File: src/rtl/pwm_reload_pkg.sv
// Shared register map for the buffered-reload PWM generator.
// Assumes duty registers occupy consecutive addresses from REG_DUTY0.
package pwm_reload_pkg;
    localparam int REG_LIMIT = 0;
    localparam int REG_PRE   = 1;
    localparam int REG_SPACE = 2;
    localparam int REG_DUTY0 = 3;
endpackage

File: src/rtl/pwm_prescaler.sv
// Divides the clock by 2^code and emits a one-cycle count tick.
// Assumes code changes only together with restart or right after a tick.
module pwm_prescaler #(
    parameter int PRE_W = 2
) (
    input  logic             clk,
    input  logic             rst_n,
    input  logic             run,
    input  logic             restart,
    input  logic [PRE_W-1:0] code,
    output logic             tick
);
    localparam int PW = (1 << PRE_W) - 1;

    logic [PW-1:0] phase;
    logic [PW-1:0] lim;

    // terminal phase for the selected divisor
    always_comb lim = PW'((32'd1 << code) - 32'd1);
    assign tick = run && (phase == lim);

    // phase counter, cleared on start and on each tick
    always_ff @(posedge clk) begin
        if (!rst_n)       phase <= '0;
        else if (restart) phase <= '0;
        else if (tick)    phase <= '0;
        else if (run)     phase <= phase + 1'b1;
    end


    phase_range_chk: assert property (@(posedge clk) disable iff (!rst_n)
        run |-> phase <= lim);
endmodule

File: src/rtl/pwm_period_counter.sv
// Up-only period counter 1..limit plus the reload-spacing counter.
// Assumes a limit of zero behaves like one.
module pwm_period_counter #(
    parameter int CNT_W = 16,
    parameter int SPC_W = 4
) (
    input  logic             clk,
    input  logic             rst_n,
    input  logic             restart,
    input  logic             tick,
    input  logic [CNT_W-1:0] limit,
    input  logic [SPC_W-1:0] spacing,
    output logic [CNT_W-1:0] count,
    output logic             reload_pt
);
    logic             wrap;
    logic [SPC_W-1:0] gap;

    assign wrap      = tick && (count >= limit);
    assign reload_pt = wrap && (gap >= spacing);

    // period count, restarted at 1
    always_ff @(posedge clk) begin
        if (!rst_n)       count <= CNT_W'(1);
        else if (restart) count <= CNT_W'(1);
        else if (wrap)    count <= CNT_W'(1);
        else if (tick)    count <= count + 1'b1;
    end

    // periods elapsed since the last reload opportunity
    always_ff @(posedge clk) begin
        if (!rst_n)         gap <= '0;
        else if (restart)   gap <= '0;
        else if (reload_pt) gap <= '0;
        else if (wrap)      gap <= gap + 1'b1;
    end


    count_nonzero_chk: assert property (@(posedge clk) disable iff (!rst_n)
        count != '0);
endmodule

File: src/rtl/pwm_reload_ctrl.sv
// Shadow and working registers, load permit, reload flag and enable edge.
// Assumes one register write per cycle; the spacing field is not shadowed.
module pwm_reload_ctrl
    import pwm_reload_pkg::*;
#(
    parameter int               CNT_W   = 16,
    parameter int               PRE_W   = 2,
    parameter int               SPC_W   = 4,
    parameter int               N_OUT   = 2,
    parameter int               ADDR_W  = 3,
    parameter logic [CNT_W-1:0] LIM_RST = '1
) (
    input  logic                        clk,
    input  logic                        rst_n,
    input  logic                        wr_en,
    input  logic [ADDR_W-1:0]           wr_addr,
    input  logic [CNT_W-1:0]            wr_data,
    input  logic                        run_en,
    input  logic                        arm_set,
    input  logic                        flag_clr,
    input  logic                        reload_pt,
    output logic                        running,
    output logic                        restart,
    output logic [CNT_W-1:0]            lim_act,
    output logic [PRE_W-1:0]            pre_act,
    output logic [N_OUT-1:0][CNT_W-1:0] duty_act,
    output logic [SPC_W-1:0]            spacing,
    output logic                        arm_q,
    output logic                        flag_q
);
    logic [CNT_W-1:0]            lim_sh;
    logic [PRE_W-1:0]            pre_sh;
    logic [N_OUT-1:0][CNT_W-1:0] duty_sh;
    logic                        load;

    assign restart = run_en && !running;
    assign load    = (restart || reload_pt) && arm_q;

    // registered enable
    always_ff @(posedge clk) begin
        if (!rst_n) running <= 1'b0;
        else        running <= run_en;
    end

    // shadow limit, prescaler and spacing writes
    always_ff @(posedge clk) begin
        if (!rst_n) begin
            lim_sh  <= '0;
            pre_sh  <= '0;
            spacing <= '0;
        end else if (wr_en) begin
            if (wr_addr == ADDR_W'(REG_LIMIT)) lim_sh  <= wr_data;
            if (wr_addr == ADDR_W'(REG_PRE))   pre_sh  <= wr_data[PRE_W-1:0];
            if (wr_addr == ADDR_W'(REG_SPACE)) spacing <= wr_data[SPC_W-1:0];
        end
    end

    // per-output shadow duty and working duty
    for (genvar i = 0; i < N_OUT; i++) begin : g_duty
        always_ff @(posedge clk) begin
            if (!rst_n)
                duty_sh[i] <= '0;
            else if (wr_en && wr_addr == ADDR_W'(REG_DUTY0 + i))
                duty_sh[i] <= wr_data;
        end

        always_ff @(posedge clk) begin
            if (!rst_n)    duty_act[i] <= '0;
            else if (load) duty_act[i] <= duty_sh[i];
        end
    end

    // working limit and prescaler, loaded only on a transfer
    always_ff @(posedge clk) begin
        if (!rst_n) begin
            lim_act <= LIM_RST;
            pre_act <= '0;
        end else if (load) begin
            lim_act <= lim_sh;
            pre_act <= pre_sh;
        end
    end

    // load permit: set by software, consumed by a transfer
    always_ff @(posedge clk) begin
        if (!rst_n)       arm_q <= 1'b0;
        else if (arm_set) arm_q <= 1'b1;
        else if (load)    arm_q <= 1'b0;
    end

    // reload flag: set wins over clear
    always_ff @(posedge clk) begin
        if (!rst_n)                    flag_q <= 1'b0;
        else if (restart || reload_pt) flag_q <= 1'b1;
        else if (flag_clr)             flag_q <= 1'b0;
    end


    flag_on_start_chk: assert property (@(posedge clk) disable iff (!rst_n)
        restart |=> flag_q);

    arm_consumed_chk: assert property (@(posedge clk) disable iff (!rst_n)
        (load && !arm_set) |=> !arm_q);

    limit_hold_chk: assert property (@(posedge clk) disable iff (!rst_n)
        !load |=> $stable(lim_act));
endmodule

File: src/rtl/pwm_reload_gen.sv
// Top of the buffered-reload PWM generator: compares the period count
// against each working duty, gates the outputs with the enable state and
// forms the interrupt. Assumes synchronous, single-clock use.
module pwm_reload_gen
    import pwm_reload_pkg::*;
#(
    parameter int               CNT_W   = 16,
    parameter int               PRE_W   = 2,
    parameter int               SPC_W   = 4,
    parameter int               N_OUT   = 2,
    parameter logic [CNT_W-1:0] LIM_RST = '1,
    localparam int              ADDR_W  = $clog2(REG_DUTY0 + N_OUT)
) (
    input  logic              clk,
    input  logic              rst_n,
    input  logic              wr_en,
    input  logic [ADDR_W-1:0] wr_addr,
    input  logic [CNT_W-1:0]  wr_data,
    input  logic              run_en,
    input  logic              arm_set,
    input  logic              flag_clr,
    input  logic              irq_en,
    output logic [N_OUT-1:0]  pwm_o,
    output logic [N_OUT-1:0]  pwm_oe,
    output logic              arm_o,
    output logic              rld_flag,
    output logic              irq
);
    logic                        running, restart, tick, reload_pt;
    logic [CNT_W-1:0]            lim_act, count;
    logic [PRE_W-1:0]            pre_act;
    logic [N_OUT-1:0][CNT_W-1:0] duty_act;
    logic [SPC_W-1:0]            spacing;

    pwm_reload_ctrl #(
        .CNT_W(CNT_W), .PRE_W(PRE_W), .SPC_W(SPC_W), .N_OUT(N_OUT),
        .ADDR_W(ADDR_W), .LIM_RST(LIM_RST)
    ) u_ctrl (
        .clk(clk), .rst_n(rst_n), .wr_en(wr_en), .wr_addr(wr_addr),
        .wr_data(wr_data), .run_en(run_en), .arm_set(arm_set),
        .flag_clr(flag_clr), .reload_pt(reload_pt), .running(running),
        .restart(restart), .lim_act(lim_act), .pre_act(pre_act),
        .duty_act(duty_act), .spacing(spacing), .arm_q(arm_o),
        .flag_q(rld_flag)
    );

    pwm_prescaler #(.PRE_W(PRE_W)) u_pre (
        .clk(clk), .rst_n(rst_n), .run(running), .restart(restart),
        .code(pre_act), .tick(tick)
    );

    pwm_period_counter #(.CNT_W(CNT_W), .SPC_W(SPC_W)) u_cnt (
        .clk(clk), .rst_n(rst_n), .restart(restart), .tick(tick),
        .limit(lim_act), .spacing(spacing), .count(count),
        .reload_pt(reload_pt)
    );

    // interrupt is the flag gated by its enable
    assign irq = rld_flag && irq_en;

    // per-output compare and output-enable
    for (genvar i = 0; i < N_OUT; i++) begin : g_out
        assign pwm_oe[i] = running;
        assign pwm_o[i]  = running && (count <= duty_act[i]);


        off_quiet_chk: assert property (@(posedge clk) disable iff (!rst_n)
            !pwm_oe[i] |-> !pwm_o[i]);
    end
endmodule

File: config.mk
export PLATFORM = sky130hd
export DESIGN_NAME = pwm_reload_gen
export DESIGN_NICKNAME = d
export VERILOG_FILES = /design/src/rtl/pwm_reload_pkg.sv /design/src/rtl/pwm_prescaler.sv /design/src/rtl/pwm_period_counter.sv /design/src/rtl/pwm_reload_ctrl.sv /design/src/rtl/pwm_reload_gen.sv
export SDC_FILE = /design/constraint.sdc
export NUM_CORES = 1
export LEC_CHECK = 0
export ABC_AREA = 1
export BUFFER_PORTS_ARGS = -buffer_cell sky130_fd_sc_hd__buf_4
export CORE_MARGIN = 2
export CORE_UTILIZATION = 49
export CTS_CLUSTER_DIAMETER = 150
export DETAILED_ROUTE_END_ITERATION = 16
export GPL_TIMING_DRIVEN = 0
export HOLD_SLACK_MARGIN = 0.1
export PLACE_DENSITY = 0.69
export RECOVER_POWER = 25
export SLEW_MARGIN = 20
export SYNTH_ARGS = -nofsm -noshare
export SYNTH_HDL_FRONTEND = slang
export SYNTH_SLANG_ARGS = --single-unit
File: constraint.sdc
create_clock -name clk -period 2 [get_ports clk]
set_clock_uncertainty 0.15 [all_clocks]
set_input_delay 0.1 -clock clk [delete_from_list [all_inputs] [get_ports clk]]
set_output_delay 0.1 -clock clk [all_outputs]
set_load 0.02 [all_outputs]
# Word-level counts from Yosys, hierarchy flattened
# Index checks and enable logic that the tools add are counted.
[word_totals] input_bits=26 output_inout_bits=7 ff_bits=130
[op_classes] bitwise_logic=1 eq_ne=5 order_cmp=4 n_addsub=4 shifts=1 n_mux=4 n_reduce_logical=21
[op_table] operator="less-or-equal comparator 16 bit" n=2
[op_table] operator="adder 16 x 1 -> 16 bit, second input constant" n=1
[op_table] operator="greater-or-equal comparator 16 bit" n=1
[op_table] operator="logical AND 1 bit" n=10
[op_table] operator="OR reduction 3 bit" n=3
[op_table] operator="== test 3 x 2 -> 1 bit, second input constant" n=2
[op_table] operator="AND reduction 2 bit" n=3
[op_table] operator="adder 4 x 1 -> 4 bit, second input constant" n=1
[op_table] operator="greater-or-equal comparator 4 bit" n=1
[op_table] operator="2-to-1 mux 1 bit" n=4
[op_table] operator="nonzero test 2 bit" n=2
[op_table] operator="adder 3 x 1 -> 3 bit, second input constant" n=1
[op_table] operator="== test 3 x 1 -> 1 bit, second input constant" n=1
[op_table] operator="== test 3 bit" n=1
[op_table] operator="== test 3 bit, second input constant" n=1
[op_table] operator="zero test 3 bit" n=1
[op_table] operator="left shift 1 x 2 -> 3 bit, first input constant" n=1
[op_table] operator="subtractor 3 x 1 -> 3 bit, second input constant" n=1
[op_table] operator="zero test 1 bit" n=1
[op_table] operator="logical OR 1 bit" n=1
[op_table] operator="NOT 1 bit" n=1

# Logic depth before layout (Yosys ltp)
# Gate-level depths: netlist of the first run.
[depth] ltp_word=10 depth_mapped=17 depth_no_buf=16

# Modules after synthesis
# A second synthesis of the first run with hierarchy kept.
[unflattened] cells_unflattened=977 hier_area_um2=6742.7
[by_module_without_submodules] mod="pwm_reload_ctrl" cells_per_inst=600 n_inst=1 area_each_um2=4205.3
[by_module_without_submodules] mod="pwm_period_counter" cells_per_inst=197 n_inst=1 area_each_um2=1440.1
[by_module_without_submodules] mod="pwm_reload_gen" cells_per_inst=146 n_inst=1 area_each_um2=890.9
[by_module_without_submodules] mod="pwm_prescaler" cells_per_inst=34 n_inst=1 area_each_um2=206.4

# Worst setup path before layout of the first run
# No wires, ideal clock.
[synth_path] path_type="register to register" from="reg u_cnt.count[3]" to="reg u_ctrl.lim_act[10]" stages_incl_launch_ff=16 t_arrival_ps=1688 synth_period_minus_slack_ps=1971 n_path_buf=2 path_slack_ps=29 required_ps=1716 path_cell_list="dfxtp_1 -> ha_1 -> nand2_1 -> nor2_1 -> nor2_1 -> nand2_1 -> nand2_1 -> nand2_1 -> nand2_1 -> nand2_1 -> nand3_4 -> nand2_4 -> buf_6 -> buf_4 -> nand3_1 -> nand3_1"
[synth_via] elab_chain_cells=5
[synth_rtl] element="start: declaration" line_no="pwm_period_counter.sv:13" source="output logic [CNT_W-1:0] count,"
[synth_rtl] element="start signal: assignment" line_no="pwm_period_counter.sv:27" source="else if (tick) count <= count + 1'b1;"
[synth_rtl] element="greater-or-equal comparator 16 bit" line_no="pwm_period_counter.sv:19" source="assign wrap = tick && (count >= limit);"
[synth_rtl] element="logical AND 1 bit" line_no="pwm_period_counter.sv:19"
[synth_rtl] element="logical AND 1 bit" line_no="pwm_period_counter.sv:20" source="assign reload_pt = wrap && (gap >= spacing);"
[synth_rtl] element="logical OR 1 bit" line_no="pwm_reload_ctrl.sv:37" source="assign load = (restart || reload_pt) && arm_q;"
[synth_rtl] element="logical AND 1 bit" line_no="pwm_reload_ctrl.sv:37"
[synth_rtl] element="end signal: assignment" line_no="pwm_reload_ctrl.sv:79" source="lim_act <= lim_sh;"
[synth_rtl] element="end: declaration" line_no="pwm_reload_ctrl.sv:24" source="output logic [CNT_W-1:0] lim_act,"
# Every way passes these cells.
# A chain may end at the register's enable or synchronous reset.

# Worst setup path after layout of the first run
[layout_path] from="reg u_cnt.count[1]" to="out pwm_o[1]"
[layout_via] elab_chain_cells=2
[layout_rtl] element="less-or-equal comparator 16 bit" line_no="pwm_reload_gen.sv:64" source="assign pwm_o[i] = running && (count <= duty_act[i]);"
[layout_rtl] element="logical AND 1 bit" line_no="pwm_reload_gen.sv:64"
[layout_rtl] element="end: declaration" line_no="pwm_reload_gen.sv:23" source="output logic [N_OUT-1:0] pwm_o,"
# Every way passes these cells.

==> results of run 1 <==
-- cells by family (layout without fill, tap and decap cells) --
| group | count (synthesis) | after routing | synth area share [%] |
|---|---|---|---|
| compound gates | 187 | 187 | 14.9 |
| xor+xnor | 8 | 8 | 1.08 |
| flops | 130 | 130 | 40.2 |
| buf+inv | 172 | 295 | 10.9 |
| fa+ha+maj | 55 | 55 | 10.6 |
| simple gates | 338 | 338 | 22.4 |
-- repair_timing --
| action | in CTS | in global routing |
|---|---|---|
| endpoints found under the setup margin | 74 | 107 |
| hold endpoints to repair | 57 | 0 |
| buffers inserted | 16 | 8 |
| hold buffers | 32 | 0 |
| pin swaps | 33 | 51 |
| resized for setup | 156 | 171 |
| cloned | 7 | 2 |
-- area by class of cell --
| type | count | share of cell area, % |
|---|---|---|
| clock buffer | 20 | 4.70 |
| inverter | 129 | 5.29 |
| timing repair buffer | 92 | 9.68 |
| sequential | 130 | 28.7 |
| buffer | 42 | 3.15 |
| tap | 176 | 2.37 |
| multi-input combinational | 588 | 44.7 |
| clock inverter | 12 | 1.45 |
-- flip-flops by register name (all words and copies together), names as in the netlist, 3 cells and up --
register / count
u_ctrl.duty_sh: 32
u_ctrl.lim_sh: 16
u_cnt.gap: 4
u_ctrl.spacing: 4
u_pre.phase: 3
u_ctrl.duty_act: 32
u_ctrl.lim_act: 16
u_cnt.count: 16
-- how the worst max path moves through the flow --
stage | from | to | slack (ns) | depth (start not counted)
global placement | u_cnt.count[0] | u_cnt.count[14] | -0.53 | 14
finish | u_cnt.count[1] | pwm_o[1] | -0.25 | 9
CTS | u_cnt.count[11] | pwm_o[1] | -0.27 | 8
detailed placement | u_cnt.count[0] | u_cnt.count[14] | -0.58 | 14
floorplan | u_cnt.count[3] | u_ctrl.lim_act[10] | 0.03 | 15
global route | u_cnt.count[10] | pwm_o[1] | -0.34 | 8
-- power by group through the flow --
stage	Sequential [µW]	Clock (µW)	Combinational [µW]
2_1_floorplan	2800	0	460
3_3_place_gp	2810	0	652
4_1_cts	2760	3050	885
6_report	2770	3040	1020
5_1_grt	2780	3180	1110
3_5_place_dp	2810	0	660
-- tightest hold or removal path, cell delays in order --
cell,delay [ns]
buf_4,0.08
nand3_1,0.12
clkbuf_1,0.25
a21oi_1,0.18
-- per-layer routing --
metal	vias up	part of all wire (%)	global-route usage [%]
met5	-	0	0
met4	0	3.5	11.4
met3	49	4.2	5.08
met2	171	48	43.8
met1	2896	44	35.0
li1	3121	-	-
-- placed cells by master, fill, tap and decap left out, types with 29 or more instances in the layout --
cell type      count
inv_1            117
dlygate4sd3_1     32
dfxtp_1           97
nand2_2           29
a21oi_2           45
o21ai_0           58
buf_4             39
ha_1              41
a21oi_1           66
nand3_1           29
nand2_1           90
nand3_2           45
nor2_1            86
-- metrics by stage --
step / area (µm²) / setup slack [ns] / instances / setup TNS, ns
detailed placement: 6930 / -0.576 / 1097 / -30.29
global placement: 6930 / -0.535 / 1097 / -28.31
floorplan: 6480 / 0.0285 / 890 / 0
CTS: 8670 / -0.273 / 1184 / -11.41
finish: 9300 / -0.249 / 1189 / -9.75
global route: 9300 / -0.336 / 1189 / -17.53
==> summary.txt, run 1 <==
Power and ir drop
  – LEAKAGE: roughly 0.0038 µW
  – Switch share: ~27%
  – Clk pwr share: around 45%
  – P per Cell Area: ~730 nW/µm²
  – Combinational power share: about 15%
  – Sequential group share of total power: between 40 and 50%
  – Worst vdd ir: 0.674 mV
  – Sw Pwr: 1870 µW
  – Pint: 4960 µW
  – Overall power: about 6800 µW

Synthesis
  – Synthesis-stage register bit count: 130
  – Syn_area_per_cell: 7.28 µm²
  – Most used DFF post-synth: dfxtp_1
  – Top post-synthesis cells by count: dfxtp_1, nand2_1, inv_1, a21oi_1, nor2_1
  – Cells after Synth: between 800 and 900
  – Synth cell types: 34
  – Post-Synthesis Cell Area: about 6500 µm²
  – Top post-synthesis cells by area: dfxtp_1, ha_1, a21oi_1, nand2_1, inv_1
  – Yosys top cell by area: dfxtp_1
  – Part of the Yosys area used for sequential elements: between 40 and 50%
  – FFs w/ async S/R, synth: 0%
  – Synth top area share: about two fifths
  – Yosys warning total: 0
  – Post-synth EDFFs: 0
  – Syn nets: just under 1000

Timing
  – RSZ-0062 raised after global routing: true
  – Slew @ Worst Pin: ~0.75 ns
  – Final Setup Violations: between 70 and 80
  – Final Slew Violations: 0
  – Max frequency: roughly 0.44 GHz
  – Final hold viol count: 0
  – Hold Slack: just under 0.2 ns
  – Period Utilization, post-route: 112%
  – Final worst slack: -0.249 ns
  – Relative slew slack: roughly half
  – Fin crit period: 2.25 ns

Cells and area
  – FILL cells: roughly 950
  – ANT cells: 0
  – Util after Layout: ~71%
  – Layout cells sized above 1: 33.2%
  – FF/Latch Area: 2660 µm²
  – Nets@finish: approximately 1100
  – Area grow syn2layout: 43.6%
  – Multi-input logic area: 4160 µm²

Floorplanning
  – Core Region: approximately 13000 µm²
  – IO Count: 33
  – Die Area: 14200 µm²
  – Die height: between 100 and 150 µm
  – Row count: 42
  – Effective utilization at floorplan: just under 50%
  – Die W: 119 µm

Clock network
  – CTS root buf: clkbuf_16
  – CTS tree: yes
  – Worst-Skew Late Latency: 0.43 ns
  – Max Buffers Root-to-Sink: 2
  – Clk sinks: between 100 and 150
  – Inserted Clock Buffers: 17
  – CTS clk-pin slew, worst paths: 0.06 ns
  – H-tree depth: 4

Placement
  – # port buffers: 31
  – Final HPWL DP: ~12000 µm
  – RePlAce Congestion: 0.813

Worst setup path
  – Worst flop-to-flop path endpoint: u_ctrl.lim_act[4]
  – Cell family with most CP delay: compound AO/OA/AOI/OAI gates
  – CP endpoint kind: primary output
  – CP max-delay cell: dfxtp_4
  – R2R cell count: 11
  – Worst EP arrival: approximately 2 ns
  – Critical Path RT: around 1.8 ns
  – CP Cell Sequence: ha_1 -> a21oi_1 -> o21ai_0 -> nand2_1 -> o211ai_1 -> nand2_1 -> nand3_1 -> a21oi_2 -> buf_4
  – Critical-path maximum fanout: 5
  – Setup CP Type: flip-flop to primary output
  – CP max stage delay: between 0.3 and 0.4 ns
  – Worst R2R Setup Slack: -0.21 ns
  – Worst path bufs/invs: 1
  – Reg2Reg Launch Point: u_cnt.count[9]
  – Cell mode on critical path: nand2_1
  – Crit path launch type: flip-flop

Detailed routing
  – Vias: slightly above 6000
  – Vias/cell: roughly 5.2
  – Drt initial violations: 392
  – WL final: just under 20000 µm
  – Residual DRC: 0
  – WL per Instance: between 15 and 20 µm
  – First drt pass iteration count: 5
  – Routed Antenna Nets: 0

GRT
  – Largest net degree at the start of global routing: 17
  – Vias in the first global route: approximately 5800
  – First-pass GRT wire length: about 30000 µm
  – GR Util All Layers: a little over a quarter
  – Initial antenna violation count: 0
  – Total gr overflow: 0

Worst hold path
  – Hold endpoint: u_ctrl.duty_sh[3]
  – Hold Path Class: primary input to flip-flop
  – Hold Crit Depth: 4
  – Hold Path Origin: wr_addr[1]

Run
  – Max-Cap Viols: 0

Status
  – Status: complete, but fails checks
  – Violated checks: negative setup slack
Note: power is estimated with default switching activity, not from simulation.
==> run 2: changes to the inputs <==
CORE_ASPECT_RATIO = 1.4   (was default)
CORE_UTILIZATION = 45   (was 49)
PLACE_DENSITY = default   (was 0.69)
==> summary.txt, run 2 (synthesis results as in run 1) <==
Status
  – Status: complete, but fails checks (unchanged)
  – Violated checks: negative setup slack (unchanged)

Clock network
  – Worst-Skew Late Latency: 0.42 ns (was 0.43 ns)
  – Inserted Clock Buffers: 17 (unchanged)
  – CTS root buf: clkbuf_16 (unchanged)
  – H-tree depth: 4 (unchanged)
  – Clk sinks: 130 (unchanged)
  – Max Buffers Root-to-Sink: 2 (unchanged)
  – CTS clk-pin slew, worst paths: 0.06 ns (about the same)
  – CTS tree: yes (unchanged)

Cells and area
  – Multi-input logic area: 3870 µm² (was 4160 µm²)
  – Nets@finish: 1074 (was 1081)
  – Most frequent cells in the layout: inv_1, nand2_1, dfxtp_1 (was inv_1, dfxtp_1, nand2_1)
  – Layout cells sized above 1: 26.1% (was 33.2%)
  – ANT cells: 0 (unchanged)
  – Area grow syn2layout: 39.1% (was 43.6%)
  – FF/Latch Area: 2680 µm² (was 2660 µm²)
  – Most common cell after layout, fill and taps aside: inv_1 (unchanged)
  – Non-Filler Cell Area, Final: 9010 µm² (was 9300 µm²)
  – FILL cells: 1163 (was 949)
  – Biggest regs: u_ctrl.duty_act: 32 flops, u_ctrl.duty_sh: 32 flops (unchanged)

Timing
  – RSZ-0062 raised after global routing: true (unchanged)
  – Relative slew slack: 59.8% (was 49.7%)
  – Final hold viol count: 0 (unchanged)
  – Fin crit period: 2.21 ns (was 2.25 ns)
  – Final Setup Violations: 58 (was 75)
  – Final Slew Violations: 0 (unchanged)
  – Slew @ Worst Pin: 0.603 ns (was 0.754 ns)
  – Setup_tns: -8.36 ns (was -9.75 ns)
  – Final worst slack: -0.213 ns (was -0.249 ns)
  – Max frequency: 0.452 GHz (was 0.445 GHz)
  – Period Utilization, post-route: 111% (was 112%)
  – Hold Slack: 0.133 ns (was 0.194 ns)

Detailed routing
  – Routed Antenna Nets: 0 (unchanged)
  – Vias/cell: 5.02 (was 5.25)
  – First drt pass iteration count: 5 (unchanged)
  – WL per Instance: 15.4 µm (was 16.3 µm)
  – WL final: 18300 µm (was 19300 µm)
  – Residual DRC: 0 (unchanged)
  – Drt initial violations: 186 (was 392)
  – Vias: 5976 (was 6237)

Placement
  – Dpl cell area: 6940 µm² (was 6930 µm²)
  – RePlAce Congestion: 0.823 (was 0.813)
  – # port buffers: 31 (unchanged)
  – Final HPWL DP: 12900 µm (was 12100 µm)

Worst hold path
  – Hold Crit Depth: 6 (was 4)
  – Hold Path Class: primary input to flip-flop (unchanged)

GRT
  – First-pass GRT wire length: 27900 µm (was 29800 µm)
  – Total gr overflow: 0 (unchanged)
  – Largest net degree at the start of global routing: 17 (unchanged)
  – Initial antenna violation count: 0 (unchanged)
  – Vias in the first global route: 5461 (was 5808)
  – GR Util All Layers: 23.4% (was 26.9%)

Worst setup path
  – Crit path launch type: flip-flop (unchanged)
  – Critical-path maximum fanout: 7 (was 5)
  – Critical Path Sink: u_ctrl.duty_act[24] (was pwm_o[1])
  – Worst EP arrival: 2.37 ns (was 2.00 ns)
  – Origin of the worst setup path: u_ctrl.spacing[1] (was u_cnt.count[1])
  – CP max stage delay: 0.31 ns (was 0.38 ns)
  – CP endpoint kind: flip-flop (was primary output)
  – Critical Path RT: 2.15 ns (was 1.75 ns)
  – Worst flop-to-flop path endpoint: u_ctrl.duty_act[24] (was u_ctrl.lim_act[4])
  – Reg2Reg Launch Point: u_ctrl.spacing[1] (was u_cnt.count[9])
  – CP Cell Sequence: inv_1 -> ha_1 -> inv_1 -> nor2_1 -> o211ai_1 -> nand3_1 -> nand3_4 -> nand2_8 -> clkbuf_16 -> buf_8 -> a21oi_1 -> nor2_1 (was ha_1 -> a21oi_1 -> o21ai_0 -> nand2_1 -> o211ai_1 -> nand2_1 -> nand3_1 -> a21oi_2 -> buf_4)
  – Worst R2R Setup Slack: -0.21 ns (about the same)
  – CP max-delay cell: dfxtp_1 (was dfxtp_4)
  – R2R cell count: 12 (was 11)
  – Setup CP Type: flip-flop to flip-flop (was flip-flop to primary output)

Floorplanning
  – Core Region: 14000 µm² (was 13100 µm²)
  – Die W: 105 µm (was 119 µm)
  – IO Count: 33 (unchanged)
  – Die height: 146 µm (was 119 µm)
  – Die Area: 15400 µm² (was 14200 µm²)
  – Effective utilization at floorplan: 46.3% (was 49.5%)
  – Row count: 51 (was 42)

Run
  – Max-Cap Viols: 0 (unchanged)

Power and ir drop
  – LEAKAGE: 0.00382 µW (was 0.00383 µW)
  – Worst vdd ir: 0.528 mV (was 0.674 mV)
  – P per Cell Area: 769 nW/µm² (was 735 nW/µm²)
  – Overall power: 6920 µW (was 6830 µW)
## run 2: area by class of cell
class                   count  area share, %
well taps                 185           2.57
inverters                 129           5.53
flip-flops and latches    130           29.7
plain buffers              43           3.29
multi-input cells         588           42.9
repair buffers             84           9.18
clock buffers              18           4.88
clock inverters            14           1.92
## run 2: critical path: cells and delay by family, from the launching register on
family,cells,cell delay (ns)
adders and majority gates,1,0.30
AOI/OAI and AO/OA,2,0.29
DFF,1,0.31
buffers and inverters,4,0.44
and+or+nand+nor,5,0.59
## run 2: timing repair
action,in CTS,in global routing
hold buffers,28,0
buffers inserted,9,8
setup endpoints to repair,73,88
hold endpoints to repair,57,0
cloned,0,8
resized for setup,67,156
pin swaps,15,44
## run 2: worst min-delay path by stage
stage | from | to | slack, ns
detailed placement | arm_set | u_ctrl.arm_q | 0.15
floorplan | run_en | u_ctrl.running | 0.04
finish | wr_addr[0] | u_ctrl.lim_sh[15] | 0.13
CTS | wr_addr[0] | u_ctrl.lim_sh[4] | 0.10
global route | wr_addr[0] | u_ctrl.lim_sh[4] | 0.16
global placement | arm_set | u_ctrl.arm_q | 0.14
## run 2: stage by stage
stage	instances	util [%]	worst slack (ns)
finish	1191	64.5	-0.213
global route	1191	64.5	-0.301
CTS	1175	58.3	-0.202
detailed placement	1106	49.7	-0.560
global placement	1106	49.7	-0.554
floorplan	890	-	0.0285
## run 2: where the power goes
part / leakage [µW] / internal, µW / switching, µW
Combinational: 0.00245 / 406 / 530
Sequential: 0.00107 / 2690 / 72.4
Clock: 0.000298 / 2010 / 1220
## run 2: per-layer routing
metal | track usage [%] | share of wire [%] | up-vias | routed length, µm
met5 | 0 | 0 | - | 0
met4 | 9.27 | 3.3 | 0 | 596
met3 | 4.39 | 2.4 | 33 | 441
met2 | 41.2 | 52 | 96 | 9440
met1 | 27.9 | 43 | 2735 | 7820
li1 | - | - | 3112 | -
